[src/rtl/dim_pkg.sv]
package dim_pkg;

    // Width of the brightness word and of the resolution select.
    parameter int CODE_W = 13;
    parameter int SEL_W  = 3;

    // Lowest resolution reachable: the select covers CODE_W down to this.
    localparam int MIN_RES = CODE_W - (2 ** SEL_W) + 1;

    typedef logic [CODE_W-1:0] code_t;
    typedef logic [SEL_W-1:0]  sel_t;

    typedef enum logic {
        MODE_PWM = 1'b0,
        MODE_BAM = 1'b1
    } mode_e;

    typedef struct packed {
        code_t code;
        sel_t  res_sel;
        mode_e mode;
    } cfg_t;

    // Bits dropped from the word equal (all-ones select) - select = ~select.
    function automatic code_t eff_code(code_t code, sel_t sel);
        return code >> (~sel);
    endfunction

    // Final position of a period: 2^N - 1.
    function automatic code_t last_pos(sel_t sel);
        return code_t'('1) >> (~sel);
    endfunction

endpackage

[src/rtl/dim_cfg_shadow.sv]
module dim_cfg_shadow
    import dim_pkg::*;
(
    input  logic clk,
    input  logic rst,
    input  logic load,
    input  cfg_t cfg_d,
    output cfg_t cfg_q
);

    always_ff @(posedge clk) begin
        if (rst) begin
            cfg_q <= cfg_t'('0);
        end else if (load) begin
            cfg_q <= cfg_d;
        end
    end

endmodule

[src/rtl/dim_period_counter.sv]
module dim_period_counter
    import dim_pkg::*;
(
    input  logic  clk,
    input  logic  rst,
    input  logic  run,
    input  logic  tick,
    input  code_t last,
    output code_t pos,
    output logic  wrap
);

    logic at_last;

    assign at_last = (pos == last);
    assign wrap    = run & tick & at_last;

    always_ff @(posedge clk) begin
        if (rst) begin
            pos <= '0;
        end else if (!run) begin
            pos <= '0;
        end else if (tick) begin
            pos <= at_last ? '0 : pos + code_t'(1);
        end
    end

endmodule

[src/rtl/dim_pattern_decode.sv]
module dim_pattern_decode
    import dim_pkg::*;
(
    input  code_t pos,
    input  cfg_t  cfg,
    output logic  pat
);

    code_t             eff;
    code_t             last;
    logic [CODE_W:0]   pos_inc;
    logic [CODE_W-1:0] in_slot;
    logic              pwm_pat;
    logic              bam_pat;

    assign eff     = eff_code(cfg.code, cfg.res_sel);
    assign last    = last_pos(cfg.res_sel);
    assign pos_inc = {1'b0, pos} + (CODE_W+1)'(1);

    // Slot k covers positions whose successor has its leading one at bit k;
    // a slot exists only below the active resolution.
    for (genvar k = 0; k < CODE_W; k++) begin : g_slot
        assign in_slot[k] = last[k] & pos_inc[k] & ~(|pos_inc[CODE_W:k+1]);
    end

    assign bam_pat = |(in_slot & eff);
    assign pwm_pat = (pos < eff);
    assign pat     = (cfg.mode == MODE_BAM) ? bam_pat : pwm_pat;

endmodule

[src/rtl/dim_pattern_gen.sv]
module dim_pattern_gen
    import dim_pkg::*;
(
    input  logic                    clk,
    input  logic                    rst,
    input  logic                    tick_i,
    input  logic                    enable_i,
    input  logic                    fault_i,
    input  logic [dim_pkg::CODE_W-1:0] code_i,
    input  logic [dim_pkg::SEL_W-1:0]  res_sel_i,
    input  logic                    bam_sel_i,
    output logic                    dim_o
);

    cfg_t  cfg_d;
    cfg_t  cfg_q;
    code_t pos_q;
    logic  wrap;
    logic  pat;

    assign cfg_d = '{code: code_i, res_sel: res_sel_i,
                     mode: (bam_sel_i ? MODE_BAM : MODE_PWM)};

    dim_cfg_shadow u_shadow (
        .clk   (clk),
        .rst   (rst),
        .load  (~enable_i | wrap),
        .cfg_d (cfg_d),
        .cfg_q (cfg_q)
    );

    dim_period_counter u_count (
        .clk  (clk),
        .rst  (rst),
        .run  (enable_i),
        .tick (tick_i),
        .last (last_pos(cfg_q.res_sel)),
        .pos  (pos_q),
        .wrap (wrap)
    );

    dim_pattern_decode u_decode (
        .pos (pos_q),
        .cfg (cfg_q),
        .pat (pat)
    );

    assign dim_o = enable_i & ~fault_i & pat;

endmodule

[config.mk]
export PLATFORM = sky130hd
export DESIGN_NAME = dim_pattern_gen
export DESIGN_NICKNAME = d
export VERILOG_FILES = /design/src/rtl/dim_pkg.sv /design/src/rtl/dim_cfg_shadow.sv /design/src/rtl/dim_period_counter.sv /design/src/rtl/dim_pattern_decode.sv /design/src/rtl/dim_pattern_gen.sv
export SDC_FILE = /design/constraint.sdc
export NUM_CORES = 1
export LEC_CHECK = 0
export BUFFER_PORTS_ARGS = -buffer_cell sky130_fd_sc_hd__buf_2
export CORE_UTILIZATION = 60
export CTS_CLUSTER_DIAMETER = 80
export CTS_CLUSTER_SIZE = 10
export DETAILED_ROUTE_END_ITERATION = 12
export GPL_ROUTABILITY_DRIVEN = 0
export HOLD_SLACK_MARGIN = 0.12
export PLACE_DENSITY = 0.77
export SLEW_MARGIN = 20
export SYNTH_ARGS = -nofsm -noshare
export SYNTH_HDL_FRONTEND = slang
export SYNTH_SLANG_ARGS = --single-unit
[constraint.sdc]
create_clock -name clk -period 4.7 [get_ports clk]
set_input_delay 0.94 -clock clk [delete_from_list [all_inputs] [get_ports clk]]
set_output_delay 0.94 -clock clk [all_outputs]
set_load 0.05 [all_outputs]
==> results of run 1 <==
[worst register-to-register path: cells and delay by family, from the launching register on]
family	cells	cell delay, ns
compound gates	4	1.35
simple gates	2	0.41
flops	1	0.49
buf+inv	2	0.56
mux	1	0.29
[metrics by stage]
stage / hold slack, ns / setup slack (ns)
floorplan: 0.452 / 0.210
global placement: 0.474 / 0.733
detailed placement: 0.510 / 0.646
CTS: 0.526 / 0.306
global route: 0.560 / 0.0257
finish: 0.518 / 0.324
[cells by family after synthesis]
family | after synthesis | synth area share
simple gates | 120 | 0.231
compound gates | 66 | 0.178
mux | 42 | 0.221
flops | 30 | 0.228
buf+inv | 27 | 0.0485
fa+ha+maj | 13 | 0.0619
xor+xnor | 9 | 0.0300
[synth_stat cells (3+ instances only)]
master | count | share of area
sky130_fd_sc_hd__nand4_1 | 8 | 0.019
sky130_fd_sc_hd__mux2i_1 | 26 | 0.099
sky130_fd_sc_hd__nand2b_1 | 3 | 0.0071
sky130_fd_sc_hd__dfxtp_1 | 30 | 0.23
sky130_fd_sc_hd__a22oi_1 | 4 | 0.011
sky130_fd_sc_hd__mux4_1 | 4 | 0.040
sky130_fd_sc_hd__a21o_1 | 5 | 0.014
sky130_fd_sc_hd__a21oi_1 | 18 | 0.034
sky130_fd_sc_hd__buf_2 | 6 | 0.011
sky130_fd_sc_hd__clkbuf_1 | 14 | 0.020
sky130_fd_sc_hd__nand2_1 | 14 | 0.020
sky130_fd_sc_hd__nand3b_1 | 3 | 0.0086
sky130_fd_sc_hd__xnor2_1 | 7 | 0.023
sky130_fd_sc_hd__o21ai_1 | 7 | 0.013
sky130_fd_sc_hd__and3_1 | 7 | 0.017
sky130_fd_sc_hd__o21ai_0 | 4 | 0.0076
sky130_fd_sc_hd__ha_1 | 13 | 0.062
sky130_fd_sc_hd__nor2_1 | 43 | 0.061
sky130_fd_sc_hd__nand3_1 | 10 | 0.019
sky130_fd_sc_hd__nor3_1 | 9 | 0.017
sky130_fd_sc_hd__inv_1 | 3 | 0.0043
sky130_fd_sc_hd__and2_1 | 8 | 0.019
sky130_fd_sc_hd__mux4_2 | 6 | 0.051
[where the power goes]
group	internal, uW	leakage, uW	switching [uW]
Combinational	55.5	0.000839	55.4
Sequential	263	0.000245	15.0
Clock	226	0.0000714	108
Total	545	0.00116	178
[layer usage]
layer,wire [um],up-vias,GRT usage
li1,-,1171,-
met1,2790,1112,0.389
met2,3000,73,0.461
met3,313,7,0.0567
met4,99,0,0.115
met5,0,-,0
[final cells by class]
class | count | area (um2) | share of cell area
clock inverters | 2 | 60.1 | 0.0210
inverters | 4 | 15.0 | 0.00525
clock buffers | 6 | 82.6 | 0.0289
repair buffers | 26 | 140 | 0.0490
well taps | 50 | 62.6 | 0.0219
multi-input cells | 250 | 1900 | 0.664
flip-flops and latches | 30 | 601 | 0.210
[worst min path at each step]
stage | end | depth (start not counted)
after detailed placement | u_shadow.cfg_q[4]$_SDFFE_PP0P_ | 2
after global routing | u_shadow.cfg_q[4]$_SDFFE_PP0P_ | 2
after floorplan | u_shadow.cfg_q[4]$_SDFFE_PP0P_ | 2
final | u_shadow.cfg_q[4]$_SDFFE_PP0P_ | 2
after CTS | u_shadow.cfg_q[4]$_SDFFE_PP0P_ | 2
after global placement | u_shadow.cfg_q[4]$_SDFFE_PP0P_ | 2
[state kept, by name (all words and copies together) (netlist names)]
signal	count
u_count.pos	13
u_shadow.cfg_q	17
==> impl_summary.md, run 1 <==
Run status
The flow ran to the end, and the final reports show no timing, DRC or antenna violations.

Place
The final HPWL from detailed placement is around 4500 um. The standard cell area after detailed placement is ~2700 um2. The number of cells after detailed placement is 360. Buffers placed on the I/O ports in this run total 22.

Floorplanning
The die outline width is 68.2 um. The floorplan step defined a die boundary enclosing between 4000 and 5000 um2. The starting density of the core is 0.639. The number of rows created at floorplan is 23. The I/O pin count is 23. Measured along the y axis, the die boundary spans ~68 um.

The core region is roughly 4100 um2.

Global routing
Entering global routing, the biggest net connects 23 pins. The number of global-route vias before repair is approximately 2100. The initial antenna violation count was 0. In the global route stage, overall resource usage came out at 0.292. The first global-routing pass estimated just under 10000 um of wire.

The residual overflow from global routing is 0.

Critical path
The largest fanout on the critical path is 11. The start point of the critical path is u_shadow.cfg_q[1]$_SDFFE_PP0P_. Across all register-to-register paths, the minimum setup slack is 1.48 ns. The worst setup path is of the flop to output pin kind. The data arrival time at the worst-slack endpoint is between 3 and 4 ns. In this run the critical register-to-register path is captured at u_shadow.cfg_q[11]$_SDFFE_PP0P_. The worst setup path is launched from a flop. The sort of element at the end of the critical path is an output pin.

The data required time of the critical path is around 3.8 ns. The delay of the slowest critical-path stage is approximately 0.66 ns. Traced cell by cell, the critical path runs through mux4_2 -> and2_1 -> nor2_1 -> ha_1 -> a21o_1 -> a21o_1 -> a21oi_1 -> nor3_1 -> nor4b_1 -> o41ai_1 -> a31oi_1 -> buf_2. Together, buffers and inverters on the worst path number 1. The startpoint of the most critical register-to-register path is u_shadow.cfg_q[3]$_SDFFE_PP0P_.

The critical path runs through a total of 12 cells. The length in cells of the worst reg-to-reg path is 9. In this design, the largest share of critical-path delay is due to compound AO/OA/AOI/OAI gates. The most critical setup path has its endpoint at dim_o. The library cell contributing the largest single delay on the critical path is sky130_fd_sc_hd__dfxtp_1. By instance count, the cell type seen most on the critical path is sky130_fd_sc_hd__a21o_1.

Clocking
The clock latency at the later pin of the worst-skew pair is 0.29 ns. The number of gates resized after CTS was 0. CTS saw 30 sinks. The H-tree level count is 2. Counting the buffers created by CTS gives 5. The cell at the root of the clock tree is sky130_fd_sc_hd__clkbuf_8. The clock tree from TritonCTS is done.

For this design, the CTS-stage hold fixing added 0 buffers. After clock tree synthesis, the clock-pin slew on the worst setup and hold paths is ~0.070 ns. The deepest clock path buffer count is 2.

The number of setup buffers added after CTS is 0.

STA
Setup repair after global routing left no endpoint under its margin. Derived from the worst setup path, the maximum achievable clock frequency is between 200 and 250 MHz. Counting I/O delays and the setup requirement, the final critical path takes between 4 and 5 ns. The final number of max-transition violations is 0. The maximum clock skew at final layout is approximately 0.0086 ns. At the pin with the least slew margin, the transition time is between 0.8 and 0.9 ns. The part of the cycle the worst path needs is 0.931. The count of endpoints failing hold in the final timing report was 0. The setup total negative slack is 0 ns. The count of final setup violators is 0. Headroom to the max-slew limit came out at 0.436.

Logic synthesis
The post-synthesis sequential area ratio is 0.228. The synthesized netlist occupies a cell area of 2630 um2. Synthesis produced a netlist with a net count of between 300 and 400. The warning count from the yosys run is 0. The average size of a mapped cell is about 8.6 um2. The synthesized instance count is 307. Counting distinct cell types in the post-synthesis netlist gives 65. The share of synthesized flip-flops with an asynchronous set or reset is 0. The most common flop cell mapped by yosys is sky130_fd_sc_hd__dfxtp_1.

The post-synthesis sequential element count is 30. The number of enable flip-flop cells after synthesis is 0.

Finish
Compared with the post-synthesis result, the final layout area differs by 8.85%. The number of fill cells in the layout is around 320. The finished cells cover ~2900 um2. For this run, the share of the core covered by cells in the final layout is 0.695. The share of final-layout standard cells stronger than drive strength 1 is 0.154. The count of nets after finishing is around 350. The count of inserted antenna diode cells is 0. For this run, the number of standard cells in the final layout without fillers is 368. The commonest non-fill, non-tap cell in the layout is sky130_fd_sc_hd__nor2_1. In the layout the commonest cells are 43 x sky130_fd_sc_hd__nor2_1, 30 x sky130_fd_sc_hd__dfxtp_1, 26 x sky130_fd_sc_hd__mux2i_1, 22 x sky130_fd_sc_hd__buf_2, 18 x sky130_fd_sc_hd__a21oi_1.

Detailed routing
For this run, design rule violations remaining after detail routing come to 0. The detailed router placed about 2400 vias in this run. The iteration count of the initial detailed-routing pass is 4. The number of DRC violations after detailed-routing iteration 0 is around 280.

The average wire per cell in the routed design is 16.8 um. Once detail routing completed, the nets flagged for antenna violations numbered 0. The final wirelength is about 6200 um. Using the TritonRoute via totals, the vias-per-cell ratio works out to between 6 and 7.

Power
The overall power is just over 700 uW. The maximum resistive drop on vdd is 0.190 mV. The power density over cell area is 253 nW/um2. The analysis attributes to cell leakage a power of between 0.001 and 0.0015 uW.

Run
Across the run, the number of max-cap violations was 0.

Hold path
The min-delay analysis places its worst path in the category flop to flop. The startpoint identified for the worst hold timing path is u_shadow.cfg_q[4]$_SDFFE_PP0P_.
(Power assumes the default switching activity.)
==> run 2, diff against run 1 <==
--- a/config.mk
+++ b/config.mk
@@ -5,14 +5,14 @@
 export SDC_FILE = /design/constraint.sdc
 export NUM_CORES = 1
 export LEC_CHECK = 0
-export BUFFER_PORTS_ARGS = -buffer_cell sky130_fd_sc_hd__buf_2
+export BUFFER_PORTS_ARGS = -buffer_cell sky130_fd_sc_hd__buf_4
 export CORE_UTILIZATION = 60
 export CTS_CLUSTER_DIAMETER = 80
 export CTS_CLUSTER_SIZE = 10
 export DETAILED_ROUTE_END_ITERATION = 12
 export GPL_ROUTABILITY_DRIVEN = 0
 export HOLD_SLACK_MARGIN = 0.12
-export PLACE_DENSITY = 0.77
+export PLACE_DENSITY = 0.84
 export SLEW_MARGIN = 20
 export SYNTH_ARGS = -nofsm -noshare
 export SYNTH_HDL_FRONTEND = slang
==> impl_summary.md, run 2 (synthesis results as in run 1) <==
Clocking
The clock buffer count from CTS was 5 (unchanged). The clock input transition at the sequential cells of the worst setup and hold paths is 0.07 ns (about the same). The clock latency at the later pin of the worst-skew pair came to 0.29 ns (about the same). The number of post-CTS setup repair buffers is 0 (unchanged).

The deepest clock path buffer count is 2 (unchanged). TritonCTS built the clock tree. The H-tree level count is 2 (unchanged). The cell at the root of the clock tree is sky130_fd_sc_hd__clkbuf_8.

The post-cts gate resize count was 0 (unchanged). The hold buffer count at CTS was 0 (unchanged). The clock sink count is 30 (unchanged).

Hold path
The tightest min-delay check is of the flop to flop type. The hold path startpoint is u_shadow.cfg_q[5]$_SDFFE_PP0P_. The cell depth of the worst hold path is 2 (unchanged). The worst-case hold path end point is u_shadow.cfg_q[5]$_SDFFE_PP0P_.

Floorplanning
The vertical die dimension is 68.2 um (unchanged). The placeable core region is 4120 um2 (unchanged). The area of the die came to 4650 um2 (unchanged). The die outline width is 68.2 um (unchanged). The I/O pin count is 23 (unchanged). The starting density of the core is 0.639 (unchanged). The number of rows created at floorplan is 23 (unchanged).

Finish
The non-filler instance count after layout is 368 (unchanged). The flip-flop count of the largest register, all copies and words added is 17 (unchanged). The final core utilization is 0.696 (+0.000912). The count of inserted antenna diode cells was 0 (unchanged).

Leaving out fill and tap cells, the most frequent cell in the layout is sky130_fd_sc_hd__nor2_1. The largest registers in the layout are u_shadow.cfg_q (17), u_count.pos (13). Counting flops per register, the top entry is u_shadow.cfg_q. The number of fill cells in the layout was 337 (+4.3%). The count of nets after finishing is 352 (unchanged). The share of final-layout standard cells stronger than drive strength 1 is 0.151 (-0.00314). In the layout the commonest cells are 43 x sky130_fd_sc_hd__nor2_1, 30 x sky130_fd_sc_hd__dfxtp_1, 26 x sky130_fd_sc_hd__mux2i_1, 26 x sky130_fd_sc_hd__buf_4, 18 x sky130_fd_sc_hd__a21oi_1.

Relative to the synthesized area, the layout overhead comes to 9.00%.

Detailed routing
The total via count after detailed routing is 2389 (+1.1%). The via density per instance is 6.49 (+1.1%). The average wire per cell in the routed design is 16.2 um (-3.8%). The final wirelength is 5960 um (-3.8%). The post-detailed-route count of antenna-violating nets came to 0 (unchanged). The number of DRC violations after detailed routing came to 0 (unchanged). The number of DRC violations after detailed-routing iteration 0 came to 234 (-15%). The iteration count of the initial detailed-routing pass is 4 (unchanged).

STA
The headroom to the max-slew limit was 0.435 (-0.00114). The highest attainable clock frequency is 235 MHz (+2.7%). The clock period minus final worst setup slack was 4.26 ns (-0.115 ns). The final number of max-transition violations is 0 (unchanged). Setup repair after global routing left no endpoint under its margin. The setup total negative slack came to 0 ns (unchanged).

The part of the cycle the worst path needs is 0.907 (-0.0245). The slew at the pin closest to its max-slew limit is 0.847 ns (+0.00172 ns). The count of endpoints failing hold in the final timing report is 0 (unchanged). The maximum clock skew at final layout came to 0.00461 ns (-0.00399 ns). The worst path setup slack after routing was 0.439 ns (+0.115 ns). The count of final setup violators was 0 (unchanged).

Critical path
The terminus of the critical flop-to-flop path is u_shadow.cfg_q[12]$_SDFFE_PP0P_. The largest fanout on the critical path is 12 (+1). The startpoint type of the worst setup path is a flop.

The data required time of the critical path is 3.76 ns (about the same). The worst setup path is of the flop to output pin kind. The worst register-to-register path begins at u_shadow.cfg_q[3]$_SDFFE_PP0P_. The slack of the worst reg-to-reg path is 1.48 ns (about the same). The start point of the critical path is u_shadow.cfg_q[1]$_SDFFE_PP0P_. STA classifies the critical path endpoint as an output pin.

The length in cells of the worst reg-to-reg path is 9 (unchanged). The data arrival time at the worst-slack endpoint is 3.32 ns (-0.12 ns).

Place
The number of buffers inserted by port buffering is 22 (unchanged). The number of cells after detailed placement is 360 (unchanged). The post-place setup slack is 0.798 ns (+0.151 ns). The final HPWL from detailed placement is 4460 um (-2.0%).

Global routing
The overall routing resource usage is 0.280 (-0.0121). met2 is the most crowded layer. The number of global-route vias before repair is 2082 (+0.63%). The routing usage on met3 is 0.0617 (+0.00500). The met2 track utilization from global routing is 0.452 (-0.00858). The initial antenna violation count came to 0 (unchanged).

The residual overflow from global routing was 0 (unchanged). The maximum number of pins on one net before global-route repair is 23 (unchanged). The global-route wire length before repair came to 9600 um (-2.9%).

The met1 demand-to-capacity share in global routing is 0.360 (-0.0294).

Power
The maximum resistive drop on vdd is 0.163 mV (-14%). The leakage power figure was 0.00115 uW (-0.41%). The power density over cell area is 213 nW/um2 (-16%).

Run
The number of max-capacitance violations reported was 0 (unchanged).

Run status
The run finished with clean final reports.
run 2: changes by cell type in the layout (fill, tap and decap cells not counted):
cell / previous run / this run
sky130_fd_sc_hd__buf_4: 4 / 26
sky130_fd_sc_hd__bufinv_16: 2 / 0
sky130_fd_sc_hd__buf_2: 22 / 0
sky130_fd_sc_hd__clkbuf_1: 0 / 1
sky130_fd_sc_hd__clkinv_2: 0 / 1
run 2: layer usage:
| metal | vias to the layer above | wire, um |
|---|---|---|
| met5 | - | 0 |
| met4 | 0 | 91 |
| met3 | 10 | 313 |
| met2 | 74 | 2880 |
| met1 | 1135 | 2670 |
| li1 | 1170 | - |
run 2: metrics by stage:
stage | hold WS [ns] | total power [uW] | instance area (um2)
after floorplan | 0.452 | 367 | 2630
after global placement | 0.506 | 395 | 2770
after detailed placement | 0.533 | 399 | 2770
after CTS | 0.556 | 614 | 2870
after global routing | 0.571 | 634 | 2870
final | 0.553 | 611 | 2870
run 2: critical path, stage by stage (launching register included):
cell and delay, ns:
sky130_fd_sc_hd__dfxtp_1 0.54, sky130_fd_sc_hd__buf_4 0.28, sky130_fd_sc_hd__mux4_2 0.53, sky130_fd_sc_hd__a21oi_1 0.22
sky130_fd_sc_hd__ha_1 0.28, sky130_fd_sc_hd__a21o_1 0.16, sky130_fd_sc_hd__a21oi_1 0.15, sky130_fd_sc_hd__nor3_1 0.06
sky130_fd_sc_hd__nor4b_1 0.29, sky130_fd_sc_hd__o41ai_1 0.13, sky130_fd_sc_hd__a31oi_1 0.16, sky130_fd_sc_hd__buf_4 0.22
run 2: cell type report:
| type | count | area, um2 | area share |
|---|---|---|---|
| sequential | 30 | 601 | 0.210 |
| tap | 50 | 62.6 | 0.0218 |
| timing repair buffer | 26 | 195 | 0.0681 |
| multi-input combinational | 250 | 1900 | 0.663 |
| clock inverter | 1 | 5.00 | 0.00175 |
| clock buffer | 7 | 86.3 | 0.0301 |
| inverter | 4 | 15.0 | 0.00524 |
run 2: worst max-delay path by stage:
stage,end,slack (ns),cells after the start
CTS,dim_o,0.46,11
finish,dim_o,0.44,11
global placement,dim_o,0.87,11
global route,dim_o,0.23,11
detailed placement,dim_o,0.80,11
floorplan,dim_o,0.21,13
run 2: report_power, final:
part | switching [uW] | internal, uW
Combinational | 55.4 | 60.9
Sequential | 14.5 | 264
Clock | 99.2 | 118
Total | 169 | 442
